**config.mk**
```make
export PLATFORM = sky130hd
export DESIGN_NAME = uart_irq_bank
export DESIGN_NICKNAME = d
export VERILOG_FILES = /design/src/rtl/uirq_pkg.sv /design/src/rtl/uirq_decode.sv /design/src/rtl/uirq_mask_reg.sv /design/src/rtl/uirq_status_reg.sv /design/src/rtl/uirq_read_mux.sv /design/src/rtl/uart_irq_bank.sv
export SDC_FILE = /design/constraint.sdc
export NUM_CORES = 1
export LEC_CHECK = 0
export BUFFER_PORTS_ARGS = -buffer_cell sky130_fd_sc_hd__buf_2
export CORE_ASPECT_RATIO = 1.75
export CORE_MARGIN = 2
export CORE_UTILIZATION = 38
export CTS_BUF_LIST = sky130_fd_sc_hd__clkbuf_8
export DETAILED_ROUTE_END_ITERATION = 10
export PLACE_DENSITY = 0.72
export REMOVE_ABC_BUFFERS = 1
export SKIP_CTS_REPAIR_TIMING = 1
export SLEW_MARGIN = 20
export SYNTH_ARGS = -nofsm -noshare
export SYNTH_HDL_FRONTEND = slang
export SYNTH_SLANG_ARGS = --single-unit
```
**constraint.sdc**
```tcl
create_clock -name clk -period 2.11 [get_ports clk]
set_input_delay 0.422 -clock clk [delete_from_list [all_inputs] [get_ports clk]]
set_output_delay 0.422 -clock clk [all_outputs]
set_load 0.03 [all_outputs]
```
**src/rtl/uirq_pkg.sv**
```systemverilog
package uirq_pkg;

    localparam int SRC_W     = 14;
    localparam int MODEM_W   = 4;
    localparam int MODEM_BIT = 9;
    localparam int OFS_W     = 5;

    typedef logic [SRC_W-1:0] src_vec_t;

    typedef enum logic [OFS_W-1:0] {
        OFS_MSET = 5'h00,
        OFS_MCLR = 5'h04,
        OFS_MASK = 5'h08,
        OFS_STAT = 5'h0C,
        OFS_RAW  = 5'h10
    } uirq_ofs_e;

    typedef struct packed {
        logic     set_mask;
        logic     clr_mask;
        logic     clr_stat;
        src_vec_t bits;
    } uirq_cmd_t;

    function automatic src_vec_t fold_modem(src_vec_t v, logic [MODEM_W-1:0] d);
        src_vec_t r;
        r = v;
        r[MODEM_BIT] = v[MODEM_BIT] | (|d);
        return r;
    endfunction

endpackage

```
**src/rtl/uirq_decode.sv**
```systemverilog
module uirq_decode
    import uirq_pkg::*;
#(
    parameter int ADDR_W = 5,
    parameter int DATA_W = 32
) (
    input  logic [ADDR_W-1:0] addr,
    input  logic              wr,
    input  logic [DATA_W-1:0] wdata,
    output uirq_cmd_t         cmd
);
    logic [OFS_W-1:0] ofs;
    assign ofs = OFS_W'(addr);

    always_comb begin
        cmd          = '0;
        cmd.bits     = wdata[SRC_W-1:0];
        cmd.set_mask = wr && (ofs == OFS_MSET);
        cmd.clr_mask = wr && (ofs == OFS_MCLR);
        cmd.clr_stat = wr && (ofs == OFS_STAT);
    end
endmodule

```
**src/rtl/uirq_mask_reg.sv**
```systemverilog
module uirq_mask_reg
    import uirq_pkg::*;
(
    input  logic      clk,
    input  logic      rst,
    input  uirq_cmd_t cmd,
    output src_vec_t  mask_q
);
    always_ff @(posedge clk) begin
        if (rst) begin
            mask_q <= '0;
        end else if (cmd.set_mask) begin
            mask_q <= mask_q | cmd.bits;
        end else if (cmd.clr_mask) begin
            mask_q <= mask_q & ~cmd.bits;
        end
    end
endmodule

```
**src/rtl/uirq_status_reg.sv**
```systemverilog
module uirq_status_reg
    import uirq_pkg::*;
(
    input  logic      clk,
    input  logic      rst,
    input  uirq_cmd_t cmd,
    input  src_vec_t  events,
    input  src_vec_t  mask_q,
    output src_vec_t  stat_q
);
    src_vec_t clr_bits;
    src_vec_t hit_bits;

    assign clr_bits = cmd.clr_stat ? cmd.bits : '0;
    assign hit_bits = events & mask_q;

    for (genvar i = 0; i < SRC_W; i++) begin : g_bit
        always_ff @(posedge clk) begin
            if (rst) begin
                stat_q[i] <= 1'b0;
            end else if (hit_bits[i]) begin
                stat_q[i] <= 1'b1;
            end else if (clr_bits[i]) begin
                stat_q[i] <= 1'b0;
            end
        end
    end
endmodule

```
**src/rtl/uirq_read_mux.sv**
```systemverilog
module uirq_read_mux
    import uirq_pkg::*;
#(
    parameter int ADDR_W = 5,
    parameter int DATA_W = 32
) (
    input  logic [ADDR_W-1:0] addr,
    input  src_vec_t          mask_q,
    input  src_vec_t          stat_q,
    input  src_vec_t          raw_v,
    output logic [DATA_W-1:0] rdata
);
    logic [OFS_W-1:0] ofs;
    assign ofs = OFS_W'(addr);

    always_comb begin
        rdata = '0;
        case (ofs)
            OFS_MASK: rdata[SRC_W-1:0] = mask_q;
            OFS_STAT: rdata[SRC_W-1:0] = stat_q;
            OFS_RAW:  rdata[SRC_W-1:0] = raw_v;
            default:  rdata = '0;
        endcase
    end
endmodule

```
**src/rtl/uart_irq_bank.sv**
```systemverilog
module uart_irq_bank
    import uirq_pkg::*;
#(
    parameter int ADDR_W = 5,
    parameter int DATA_W = 32
) (
    input  logic              clk,
    input  logic              rst,
    input  logic [ADDR_W-1:0] bus_addr,
    input  logic              bus_wr,
    input  logic [DATA_W-1:0] bus_wdata,
    output logic [DATA_W-1:0] bus_rdata,
    input  logic [SRC_W-1:0]  src_pulse,
    input  logic [SRC_W-1:0]  src_level,
    input  logic [MODEM_W-1:0] modem_delta,
    output logic              irq
);
    uirq_cmd_t cmd;
    src_vec_t  mask_q;
    src_vec_t  stat_q;
    src_vec_t  events;
    src_vec_t  raw_v;

    assign events = fold_modem(src_pulse, modem_delta);
    assign raw_v  = fold_modem(src_level, modem_delta);

    uirq_decode #(.ADDR_W(ADDR_W), .DATA_W(DATA_W)) u_dec (
        .addr (bus_addr),
        .wr   (bus_wr),
        .wdata(bus_wdata),
        .cmd  (cmd)
    );

    uirq_mask_reg u_mask (
        .clk   (clk),
        .rst   (rst),
        .cmd   (cmd),
        .mask_q(mask_q)
    );

    uirq_status_reg u_stat (
        .clk   (clk),
        .rst   (rst),
        .cmd   (cmd),
        .events(events),
        .mask_q(mask_q),
        .stat_q(stat_q)
    );

    uirq_read_mux #(.ADDR_W(ADDR_W), .DATA_W(DATA_W)) u_rd (
        .addr  (bus_addr),
        .mask_q(mask_q),
        .stat_q(stat_q),
        .raw_v (raw_v),
        .rdata (bus_rdata)
    );

    assign irq = |stat_q;
endmodule

```
# --- Word level (Yosys, flattened, before mapping) ---
# Cells that the tools add are included.
classes:
  add_sub_neg: 0
  multipliers: 0
  n_div: 0
  n_lt_le_gt_ge: 0
  eq_ne: 4
  shifts: 0
  muxes: 32
  n_bitwise: 6
  n_reduce_logical: 21
op_table:
  columns: ["operator", "count"]
  rows:
  - ["2-to-1 mux 14 bit", 3]
  - ["one-hot mux 14 bit (3 select lines)", 1]
  - ["nonzero test 2 bit", 15]
  - ["bitwise AND 14 bit", 2]
  - ["2-to-1 mux 1 bit", 28]
  - ["NOT 14 bit", 1]
  - ["bitwise OR 14 bit", 1]
  - ["OR reduction 14 bit", 1]
  - ["equality test 5 x 4 -> 1 bit (second input constant)", 2]
  - ["equality test 5 x 3 -> 1 bit (second input constant)", 1]
  - ["equality test 5 bit (second input constant)", 1]
  - ["zero test 5 bit", 1]
  - ["OR reduction 4 bit", 1]
  - ["logical AND 1 bit", 3]
  - ["bitwise OR 1 bit", 2]
totals:
  reg_bits: 28
  latchBits: 0
  ramBits: 0
  rom_bits: 0
  elab_cells: 78
  memories: 0

# --- Longest topological paths before layout ---
depth:
  word_depth: 5
  depth_mapped: 5
  mapped_depth_nobuf: 3

# --- Hierarchy ---
# Synthesis repeated with hierarchy kept, for this count alone.
unflattened:
  cells_unflattened: 216
  hier_area_um2: 1965.6
modules_own_cells:
  columns: ["module", "n_inst", "cells_each", "area_per_inst_um2", "seq_area_each_um2"]
  rows:
  - ["uirq_mask_reg", 1, 59, 600.6, 280.3]
  - ["uirq_status_reg", 1, 58, 596.8, 280.3]
  - ["uirq_read_mux", 1, 72, 570.5, 0.0]
  - ["uirq_decode", 1, 19, 143.9, 0.0]
  - ["uart_irq_bank", 1, 8, 53.8, 0.0]

# --- Worst setup path after synthesis ---
# No wires, ideal clock.
synth_path:
  kind: "input-to-output"
  startpoint: "input port modem_delta[1]"
  endpoint: "output port bus_rdata[9]"
  t_arrival_ns: 1.630
  required_time_ns: 1.688
  slack_ns: 0.058
  path_stages: 3
  n_path_buf: 0
  path_cell_list: "or4_1 or2_2 a221o_1"
synth_via:
  elab_chain_len: 3
synth_lines:
  columns: ["element", "line_no", "rtl"]
  rows:
  - ["start, declared", "uart_irq_bank.sv:15", "input logic [MODEM_W-1:0] modem_delta,"]
  - ["OR reduction 4 bit", "uirq_pkg.sv:28", "r[MODEM_BIT] = v[MODEM_BIT] | (|d);"]
  - ["bitwise OR 1 bit", "uirq_pkg.sv:28", null]
  - ["one-hot mux 14 bit (3 select lines)", "uirq_read_mux.sv:18", "case (ofs)"]
  - ["end, declared", "uart_irq_bank.sv:12", "output logic [DATA_W-1:0] bus_rdata,"]
# Every way passes these cells.

# --- Worst setup path after layout ---
# Same ends and word-level chain as after synthesis.

==> metrics.md <==
| Metric | Value |
|---|---|
| Status | finished, violations left |
| Failing checks | negative setup slack |
| Leakage power | between 0.9 and 1 nW |
| Die ar. | 5110 µm² |
| Dominant cells by area after synthesis | dfxtp_1, buf_4, a221o_1 |
| CP Capture Type | output pin |
| Clock Power Share | between 30% and 40% |
| Port bufs | about 70 |
| Tcrit/Tclk final | 102.9% |
| Sequential fraction of the synthesis area | between 30% and 40% |
| Drt initial violations | 27 |
| Global Route Usage Sum | a little under a fifth |
| DRC violations left | 0 |
| Net switching power | approximately 0.29 mW |
| WL per Instance | 15.20 µm |
| Core area | about 4400 µm² |
| Fin crit period | 2.172 ns |
| Gate power share | 16.4% |
| Slew @ Worst Pin | 0.5401 ns |
| Mapped cell area | ~1700 µm² |
| Final WS setup | -0.06200 ns |
| Net Sw Frac | 25.36% |
| Fmax | about 460 MHz |
| # diodes | 0 |
| TritonRoute pass-1 iters | 4 |
| Die width | ~55 µm |
| Largest net degree at the start of global routing | 29 |
| Slew Viols, Final | 0 |
| Die H | slightly above 90 µm |
| Nets | 329 |
| CP max FO | 2 |
| CP delay by family, top | simple AND/OR/NAND/NOR gates |
| Area Growth Syn to Fin | 25.64% |
| CP Cell Sequence | buf_6, or4_4, or2_4, a221o_1, buf_6 |
| Std cell rows | 32 |
| Most common cell after layout, fill and taps aside | buf_2 |
| Global route overflow | 0 |
| CTS HTree Levels | 1 |
| CP startpoint kind | primary input |
| Routability cong. | between 0.8 and 0.9 |
| Post-detail-place hpwl | between 3000 and 4000 µm |
| Cell area power density | roughly 530 nW/µm² |
| Slowest cell on the critical path | or4_4 |
| First-pass GRT wire length | around 6800 µm |
| Slew headroom | 63.99% |
| Hold_ws | ~0.34 ns |
| Ports | about 110 |
| Starting Density | between 30% and 40% |
| Final setup TNS | -0.06200 ns |
| Synth area leader | dfxtp_1 |
| Max IR drop VDD | approximately 0.32 mV |
| Worst Clk Skew | between 0.0009 and 0.001 ns |
| Critical path required time | between 1.5 and 2 ns |
| Vias in the first global route | roughly 1500 |
| Pre-CTS setup slack | -0.1201 ns |
| Crit-path max cell delay | roughly 0.53 ns |
| CTS tree | done |
| Number of vias per cell | roughly 5.4 |
| Avg Cell Area, Syn | approximately 9.1 µm² |
| Min-Delay Path Class | in -> reg |
| Antenna-violating nets left | 0 |
| CTS buffer count | 3 |
| CTS root buf | clkbuf_8 |
| Final Hold Viols | 0 |
| Max Cap Viol | 0 |
| Internal power component | roughly 0.86 mW |
| DR vias | 1652 |
| Synth top area share | approximately a third |
| Clk slew on worst S/H paths | about 0.1 ns |
| RSZ-0062 raised after global routing | true |
| Later-pin clock latency in the skew report | 0.27 ns |
| Mapped Cells | 190 |
| Number of synthesis warnings | 0 |
| Clock Sinks | 28 |
| Buffer and inverter count on the worst path | 2 |
| Share of cells above drive strength 1 | between 30% and 40% |
| Critical path class | in -> out |
| Longest Clk Path Bufs | 2 |
| Synthesis-stage register bit count | 28 |
| Final WL | around 4700 µm |
| Yosys cell types | 27 |
| CP dominant cell by count | buf_6 |
| Initial antenna violation count | 0 |
| Most frequent cells in the layout | buf_2, dfxtp_1, conb_1, and3_1 |
| Seq pwr share | between 40% and 50% |
| WP data arrival | between 1.5 and 2 ns |
| Setup Viol. Count Final | 1 |
[worst register-to-register path: cells and delay by family (launching register included)]
kind	cells	cell delay, ns
flops	1	0.40
compound gates	1	0.27
simple gates	1	0.07
[layer usage]
metal	GRT usage, %	vias to the layer above	part of all wire (%)
li1	-	807	-
met1	22.38	773	39
met2	30.36	62	53
met3	0.6390	10	5.3
met4	10.16	0	3.2
met5	0	-	0
[worst paths after layout]
check | cells after the start | endpoint | from | slack, ns
hold / removal | 2 | u_stat.stat_q[8] | bus_wdata[8] | 0.34
hold reg to reg | 2 | u_stat.stat_q[9] | u_stat.stat_q[9] | 0.50
setup reg to reg | 2 | u_stat.stat_q[5] | flip-flop | 1.28
setup / recovery | 5 | bus_rdata[9] | modem_delta[1] | -0.06
[cell usage after synthesis (all sizes together)]
| cell type | instances |
|---|---|
| a21oi | 14 |
| a221o | 14 |
| a311oi | 13 |
| and2 | 2 |
| and3 | 15 |
| and3b | 1 |
| buf | 24 |
| clkbuf | 9 |
| conb | 1 |
| dfxtp | 28 |
| mux2i | 14 |
| nand2 | 13 |
| nand2b | 14 |
| nand3 | 1 |
| nand4 | 1 |
| nor2 | 1 |
| nor3 | 1 |
| nor3b | 14 |
| nor4 | 4 |
| o21ai | 2 |
| or2 | 2 |
| or4 | 1 |
| or4b | 1 |
[area by class of cell]
cell class / instances / area (µm²)
flip-flops and latches: 28 / 560.5
well taps: 51 / 63.81
clock buffers: 3 / 41.29
repair buffers: 78 / 436.7
fillers: 475 / 2240
clock inverters: 1 / 30.03
multi-input cells: 146 / 1032
[power groups by stage]
stage / sequential, mW / combinational, mW / clock (mW)
finish: 0.534 / 0.188 / 0.424
floorplan: 0.546 / 0.0858 / 0
global placement: 0.546 / 0.181 / 0
CTS: 0.534 / 0.183 / 0.432
global route: 0.535 / 0.202 / 0.452
detailed placement: 0.547 / 0.182 / 0
[stage by stage]
stage | instance area [µm²] | instances | power (mW) | util, %
CTS | 2130 | 307 | 1.149 | 48.35
detailed placement | 2058 | 303 | 0.7288 | 46.73
floorplan | 1579 | 174 | 0.6315 | -
finish | 2165 | 307 | 1.147 | 49.15
global route | 2165 | 307 | 1.189 | 49.15
global placement | 2058 | 303 | 0.7274 | 46.73
[cell families after synthesis]
kind of cell           Yosys count  share of synthesized area [%]
and+or+nand+nor                 71                          27.67
buffers and inverters           33                          12.06
muxes                           14                          8.133
AOI/OAI and AO/OA               43                          19.39
DFF                             28                          32.53
other                            1                         0.2177
(Power assumes the default switching activity.)
